--- config.mk ---
export PLATFORM = sky130hd
export DESIGN_NAME = lvl_irq_agg
export DESIGN_NICKNAME = d
export VERILOG_FILES = /design/src/rtl/lvl_irq_pkg.sv /design/src/rtl/lvl_irq_sync.sv /design/src/rtl/lvl_irq_decode.sv /design/src/rtl/lvl_irq_bank.sv /design/src/rtl/lvl_irq_agg.sv
export SDC_FILE = /design/constraint.sdc
export NUM_CORES = 1
export LEC_CHECK = 0
export ABC_AREA = 1
export BUFFER_PORTS_ARGS = -buffer_cell sky130_fd_sc_hd__buf_4
export CAP_MARGIN = 20
export CORE_UTILIZATION = 55
export CTS_CLUSTER_SIZE = 28
export DETAILED_ROUTE_END_ITERATION = 12
export PLACE_DENSITY = 0.74
export SETUP_SLACK_MARGIN = 0.4
export SYNTH_ARGS = -nofsm -noshare
export SYNTH_HDL_FRONTEND = slang
export SYNTH_SLANG_ARGS = --single-unit
export TNS_END_PERCENT = 10
--- constraint.sdc ---
create_clock -name clk -period 4.3 [get_ports clk]
set_clock_uncertainty 0.2 [all_clocks]
set_input_delay 0.86 -clock clk [delete_from_list [all_inputs] [get_ports clk]]
set_output_delay 0.86 -clock clk [all_outputs]
set_load 0.05 [all_outputs]
--- src/rtl/lvl_irq_pkg.sv ---
package lvl_irq_pkg;

    localparam int unsigned BITS_PER_WORD = 32;
    localparam int unsigned WORD_LIMIT    = 8;
    localparam int unsigned GROUP_COUNT   = 4;
    localparam int unsigned BYTES_PER_REG = 4;

    typedef logic [BITS_PER_WORD-1:0] word_t;

    // Group order is part of the address map: status, mask view, set, clear
    typedef enum logic [1:0] {
        GRP_RAW    = 2'd0,
        GRP_MASKRD = 2'd1,
        GRP_MSET   = 2'd2,
        GRP_MCLR   = 2'd3
    } grp_e;

    typedef struct packed {
        logic       hit;
        grp_e       grp;
        logic [2:0] word;
    } dec_t;

endpackage

--- src/rtl/lvl_irq_sync.sv ---
module lvl_irq_sync #(
    parameter int unsigned WIDTH = 32
) (
    input  logic             clk,
    input  logic             rst,
    input  logic [WIDTH-1:0] d_i,
    output logic [WIDTH-1:0] q_o
);
    logic [WIDTH-1:0] stage1_q;
    logic [WIDTH-1:0] stage2_q;

    always_ff @(posedge clk) begin
        if (rst) begin
            stage1_q <= '0;
            stage2_q <= '0;
        end else begin
            stage1_q <= d_i;
            stage2_q <= stage1_q;
        end
    end

    assign q_o = stage2_q;
endmodule

--- src/rtl/lvl_irq_decode.sv ---
module lvl_irq_decode
    import lvl_irq_pkg::*;
#(
    parameter int unsigned NUM_WORDS = 4,
    parameter int unsigned ADDR_W    = 8
) (
    input  logic [ADDR_W-1:0] addr_i,
    output dec_t              dec_o
);
    localparam int unsigned IDX_W   = ADDR_W - 2;
    localparam int unsigned REG_CNT = GROUP_COUNT * NUM_WORDS;

    logic [IDX_W-1:0] idx;
    logic [31:0]      idx_ext;

    assign idx     = addr_i[ADDR_W-1:2];
    assign idx_ext = 32'(idx);

    always_comb begin
        dec_o.hit  = (idx_ext < REG_CNT);
        dec_o.grp  = GRP_RAW;
        dec_o.word = '0;
        if (dec_o.hit) begin
            dec_o.grp  = grp_e'(2'(idx_ext / NUM_WORDS));
            dec_o.word = 3'(idx_ext % NUM_WORDS);
        end
    end
endmodule

--- src/rtl/lvl_irq_bank.sv ---
module lvl_irq_bank
    import lvl_irq_pkg::*;
#(
    parameter int unsigned NUM_WORDS = 4
) (
    input  logic                                 clk,
    input  logic                                 rst,
    input  logic                                 wr_i,
    input  grp_e                                 grp_i,
    input  logic [2:0]                           word_i,
    input  word_t                                wdata_i,
    input  logic [NUM_WORDS*BITS_PER_WORD-1:0]   status_i,
    output logic [NUM_WORDS*BITS_PER_WORD-1:0]   mask_o,
    output logic                                 irq_o
);
    localparam int unsigned VEC_W = NUM_WORDS * BITS_PER_WORD;

    logic [VEC_W-1:0] mask_q;

    always_ff @(posedge clk) begin
        if (rst) begin
            mask_q <= '1;
        end else if (wr_i) begin
            for (int w = 0; w < int'(NUM_WORDS); w++) begin
                if (word_i == 3'(w)) begin
                    unique case (grp_i)
                        GRP_MSET: mask_q[w*BITS_PER_WORD +: BITS_PER_WORD] <=
                                  mask_q[w*BITS_PER_WORD +: BITS_PER_WORD] | wdata_i;
                        GRP_MCLR: mask_q[w*BITS_PER_WORD +: BITS_PER_WORD] <=
                                  mask_q[w*BITS_PER_WORD +: BITS_PER_WORD] & ~wdata_i;
                        default: ;
                    endcase
                end
            end
        end
    end

    assign mask_o = mask_q;
    assign irq_o  = |(status_i & ~mask_q);
endmodule

--- src/rtl/lvl_irq_agg.sv ---
module lvl_irq_agg
    import lvl_irq_pkg::*;
#(
    parameter int unsigned NUM_WORDS = 4,
    parameter int unsigned NUM_CPUS  = 2,
    parameter int unsigned ADDR_W    = 8,
    localparam int unsigned BANK_W   = (NUM_CPUS > 1) ? $clog2(NUM_CPUS) : 1,
    localparam int unsigned SRC_W    = NUM_WORDS * BITS_PER_WORD
) (
    input  logic                clk,
    input  logic                rst,
    input  logic [SRC_W-1:0]    src_i,
    input  logic                bus_en_i,
    input  logic                bus_we_i,
    input  logic [BANK_W-1:0]   bus_bank_i,
    input  logic [ADDR_W-1:0]   bus_addr_i,
    input  logic [31:0]         bus_wdata_i,
    output logic [31:0]         bus_rdata_o,
    output logic [NUM_CPUS-1:0] irq_o
);
    logic [SRC_W-1:0]          status_q;
    logic [NUM_CPUS*SRC_W-1:0] mask_all;
    dec_t                      dec;
    logic                      bank_ok;
    word_t                     stat_word;
    word_t                     mask_word;
    word_t                     rd_next;
    word_t                     rdata_q;

    lvl_irq_sync #(.WIDTH(SRC_W)) u_sync (
        .clk (clk),
        .rst (rst),
        .d_i (src_i),
        .q_o (status_q)
    );

    lvl_irq_decode #(.NUM_WORDS(NUM_WORDS), .ADDR_W(ADDR_W)) u_dec (
        .addr_i (bus_addr_i),
        .dec_o  (dec)
    );

    assign bank_ok = (32'(bus_bank_i) < NUM_CPUS);

    for (genvar c = 0; c < int'(NUM_CPUS); c++) begin : g_bank
        logic bank_wr;
        assign bank_wr = bus_en_i && bus_we_i && dec.hit && (32'(bus_bank_i) == c);

        lvl_irq_bank #(.NUM_WORDS(NUM_WORDS)) u_bank (
            .clk      (clk),
            .rst      (rst),
            .wr_i     (bank_wr),
            .grp_i    (dec.grp),
            .word_i   (dec.word),
            .wdata_i  (bus_wdata_i),
            .status_i (status_q),
            .mask_o   (mask_all[c*SRC_W +: SRC_W]),
            .irq_o    (irq_o[c])
        );
    end

    always_comb begin
        stat_word = '0;
        mask_word = '0;
        for (int w = 0; w < int'(NUM_WORDS); w++) begin
            if (dec.word == 3'(w)) begin
                stat_word = status_q[w*BITS_PER_WORD +: BITS_PER_WORD];
                for (int c = 0; c < int'(NUM_CPUS); c++) begin
                    if (32'(bus_bank_i) == c) begin
                        mask_word = mask_all[c*SRC_W + w*BITS_PER_WORD +: BITS_PER_WORD];
                    end
                end
            end
        end
    end

    always_comb begin
        rd_next = '0;
        if (dec.hit && bank_ok) begin
            unique case (dec.grp)
                GRP_RAW:    rd_next = stat_word;
                GRP_MASKRD: rd_next = mask_word;
                default:    rd_next = '0;
            endcase
        end
    end

    always_ff @(posedge clk) begin
        if (rst) begin
            rdata_q <= '0;
        end else if (bus_en_i && !bus_we_i) begin
            rdata_q <= rd_next;
        end
    end

    assign bus_rdata_o = rdata_q;
endmodule

==> run summary <==
The height of the die came out at 210 um. The path class of the tightest hold or removal check is flip-flop to flip-flop. For this run, global-route usage on met3 was measured as 0.0480.

The total via count in the routed design is 23920. The number of antenna violations at the first check in global routing came out at 0. Broken down by cell family, the worst path's largest delay share belongs to simple AND/OR/NAND/NOR gates.

The met2 global-route usage came out at 0.650. The number of top-level design ports is approximately 210. The worst setup path is of the flip-flop to primary output kind. The flow ran to the end, and the final reports show no timing, DRC or antenna violations. The routing layer with the top usage in global route is met2. The count of final max-slew check failures is 0.

Measured against its own limit, the worst slew margin works out to 0.395. Counting I/O delays and the setup requirement, the final critical path takes 3.53 ns. The net count after synthesis is between 3000 and 4000. The count of endpoints failing setup in the final report is 0. The largest fanout on the critical path came out at 3. The critical path contains buffers and inverters numbering 2 combined.

The critical path starts at u_sync.q_o[56]. The number of synthesis warnings came out at 0. The residual DRC count is 0.

The pin count of the biggest net entering global routing is 138. The total wirelength of the detailed-routed design came out at 85.7 mm. The detailed router finished its first iteration with 2359 violations. The mean instance size in the synthesized netlist came out at 6.77 um^2. The later pin in the worst-skew pair is clocked with a latency of 0.62 ns.

Traced cell by cell, the critical path runs through inv_1 > o22ai_1 > nor2_1 > nand2_1 > nor2_1 > nand2_1 > nor2_1 > nand2_1 > buf_4. The number of post-CTS setup repair buffers came out at 0. The number of clock buffers inserted by TritonCTS came out at 55. After detailed placement, the total cell area comes to approximately 25000 um^2.

The cell-internal power came out at 8800 uW. The number of nets still failing antenna checks after routing is 0. The share of final-layout standard cells stronger than drive strength 1 came out at 0.0986. The slowest stage of the critical path belongs to the cell dfxtp_1. The clock-pin slew on the worst setup and hold paths is 0.06 ns. The max-capacitance violation count came out at 0. The final cell area excluding filler cells came out at 27500 um^2.

The number of buffers inserted for hold repair after clock tree synthesis is 0. The share of total power dissipated in the clock network is 0.471. Data arrives at the worst endpoint at 2.47 ns.

The effective utilization at floorplan came out at 0.563. The synthesized cell area came out at 23900 um^2. The number of placed instances, taps included came out at about 4000. The setup TNS is 0 ns. The required time of the critical path is around 3.2 ns. The number of vias per cell after detailed routing is 5.70. The maximum vdd ir drop is 0.000399 V.

The power density of the placed cells came out at 421 nW/um^2. The highest attainable clock frequency is 0.283 GHz. Of the total power, registers draw 0.451. The combinational fraction of design power is 0.078. Setup repair after global routing left no endpoint under its margin. The worst setup path is captured at a primary output. The standard-cell row count came out at between 70 and 80. Of the total power, the share spent switching nets is 0.239. The die area came out at 44200 um^2. Counting the fill cells in the layout gives roughly 3900. The worst-case clock buffer depth came out at 3. Summed over all layers, the global routing overflow is 0. In this run the static leakage power is 0.0123 uW. The transition time at the pin with the least slew margin is 0.907 ns.

The hold violation count in the final report is 0. The area growth from synthesis to final layout is 15.2%. The number of nets in the layout is 3751.

The final estimated routing congestion in global placement is 0.966. The number of synthesized register bits came out at 544. The CTS tree is built. The routed wirelength normalized by instance count is 20.4 um. Of the synthesized area, sequential elements account for 0.456. The number of clock sinks came out at ~540. Across every metal layer, demand over resource in global routing totals 0.383.

In the finished design, the share of the clock period the worst path needs comes to 0.822. The root cell of the clock tree is clkbuf_16. The finished layout holds 4196 standard cells, fillers aside.

The number of diodes is 0. The count of different cell masters after synthesis came out at 24. The post-cts resize count came out at 0. The die is about 210 um wide. The post-synthesis instance total came out at 3528. The final HPWL from detailed placement is 58.7 mm. The number of buffer cells added on primary ports is 204. The net switching power figure is 2770 uW. For this run, global-route usage on met1 was measured as 0.422. The global-route wire length before repair is between 100 and 150 mm.

In this run the most critical hold path is launched from u_sync.stage1_q[14]. The number of optimization iterations in the first detailed-route pass came out at 6. The via count of the first global-routing pass came out at ~23000. The H-tree depth is 2. The placeable core region came out at 42400 um^2.

The worst setup path is launched from a flip-flop. The maximum cell stage delay along the critical path is 0.30 ns.
## cell type report
cell class	instances	area (um^2)	share of cell area
clock buffer	75	1600	0.0583
clock inverter	23	460	0.0167
inverter	506	1900	0.0693
multi-input combinational	2231	10000	0.365
sequential	544	10900	0.396
tap	577	722	0.0263
timing repair buffer	240	1870	0.0681
## logic make-up after synthesis
logic type | synth area share
and+or+nand+nor | 0.302
DFF | 0.456
buffers and inverters | 0.124
AOI/OAI and AO/OA | 0.118
## layout by cell type, fill, tap and decap left out, types with 5 or more instances in the layout
cell type and instances:
nor2_1 527, nand4_1 27, o21ai_0 194, o21ai_1 125
buf_12 5, inv_2 14, dfxtp_1 544, inv_1 490
buf_4 234, bufinv_16 13, o22ai_1 127, nand3_1 560
o211ai_1 7, clkbuf_16 57, a21oi_1 70, clkbuf_1 7
nand2_1 583, clkbuf_8 11
## metrics by stage
stage          power [uW]  setup slack [ns]  utilization  hold slack [ns]
3_3_place_gp         6190             0.907        0.599            0.190
6_report            11600             0.766        0.648            0.195
4_1_cts             11600             0.895        0.648            0.201
2_1_floorplan        5800              2.10            -            0.188
5_1_grt             11900             0.798        0.648            0.212
3_5_place_dp         6200             0.799        0.599            0.195
## worst register-to-register path, stage by stage (launching register included)
cell	delay (ns)
dfxtp_1	0.36
nand2_1	0.08
nand2_1	0.09
nand2_1	0.06
nand2_1	0.14
nand2_1	0.07
nand2_1	0.11
nand2_1	0.06
nand2_1	0.11
nand2_1	0.08
a21oi_1	0.13
## final timing paths
check / end / slack [ns] / cells past startpoint
worst min register to register: u_sync.q_o[14] / 0.19 / 2
worst max-delay path: irq_o[1] / 0.77 / 9
worst min-delay path: u_sync.q_o[14] / 0.19 / 2
worst max register to register: bus_rdata_o[9] / 2.74 / 10
## layer usage
metal  part of all wire  vias to the layer above
met4              0.095                        0
met3              0.069                      354
met5                  0                        -
met2               0.48                     1192
met1               0.36                    11059
li1                   -                    11315
## Yosys cell counts
cell,number,share of area
inv_2,13,0.0020
a21oi_1,70,0.015
o21ai_0,194,0.041
o21ai_1,125,0.026
dfxtp_1,544,0.46
nor2_2,1,0.00026
inv_1,492,0.077
nor3_1,1,0.00021
clkbuf_1,155,0.024
nand4_1,27,0.0071
clkinv_1,1,0.00016
buf_1,12,0.0019
nor2_1,527,0.083
nor2_4,2,0.00094
o21ai_4,1,0.00068
nand2_1,584,0.092
o22ai_1,127,0.033
buf_4,11,0.0035
nand3_1,560,0.12
buf_2,69,0.014
nand2_2,2,0.00052
o211ai_1,7,0.0022
nand3_2,2,0.00084
o21ai_2,1,0.00037
## power groups by stage
| stage | clock network [uW] | logic [uW] | registers (uW) |
|---|---|---|---|
| global placement | 0 | 863 | 5320 |
| finish | 5450 | 904 | 5210 |
| global route | 5680 | 969 | 5220 |
| CTS | 5490 | 882 | 5210 |
| floorplan | 0 | 500 | 5300 |
| detailed placement | 0 | 878 | 5330 |
Note: power is estimated with default switching activity, not from simulation.
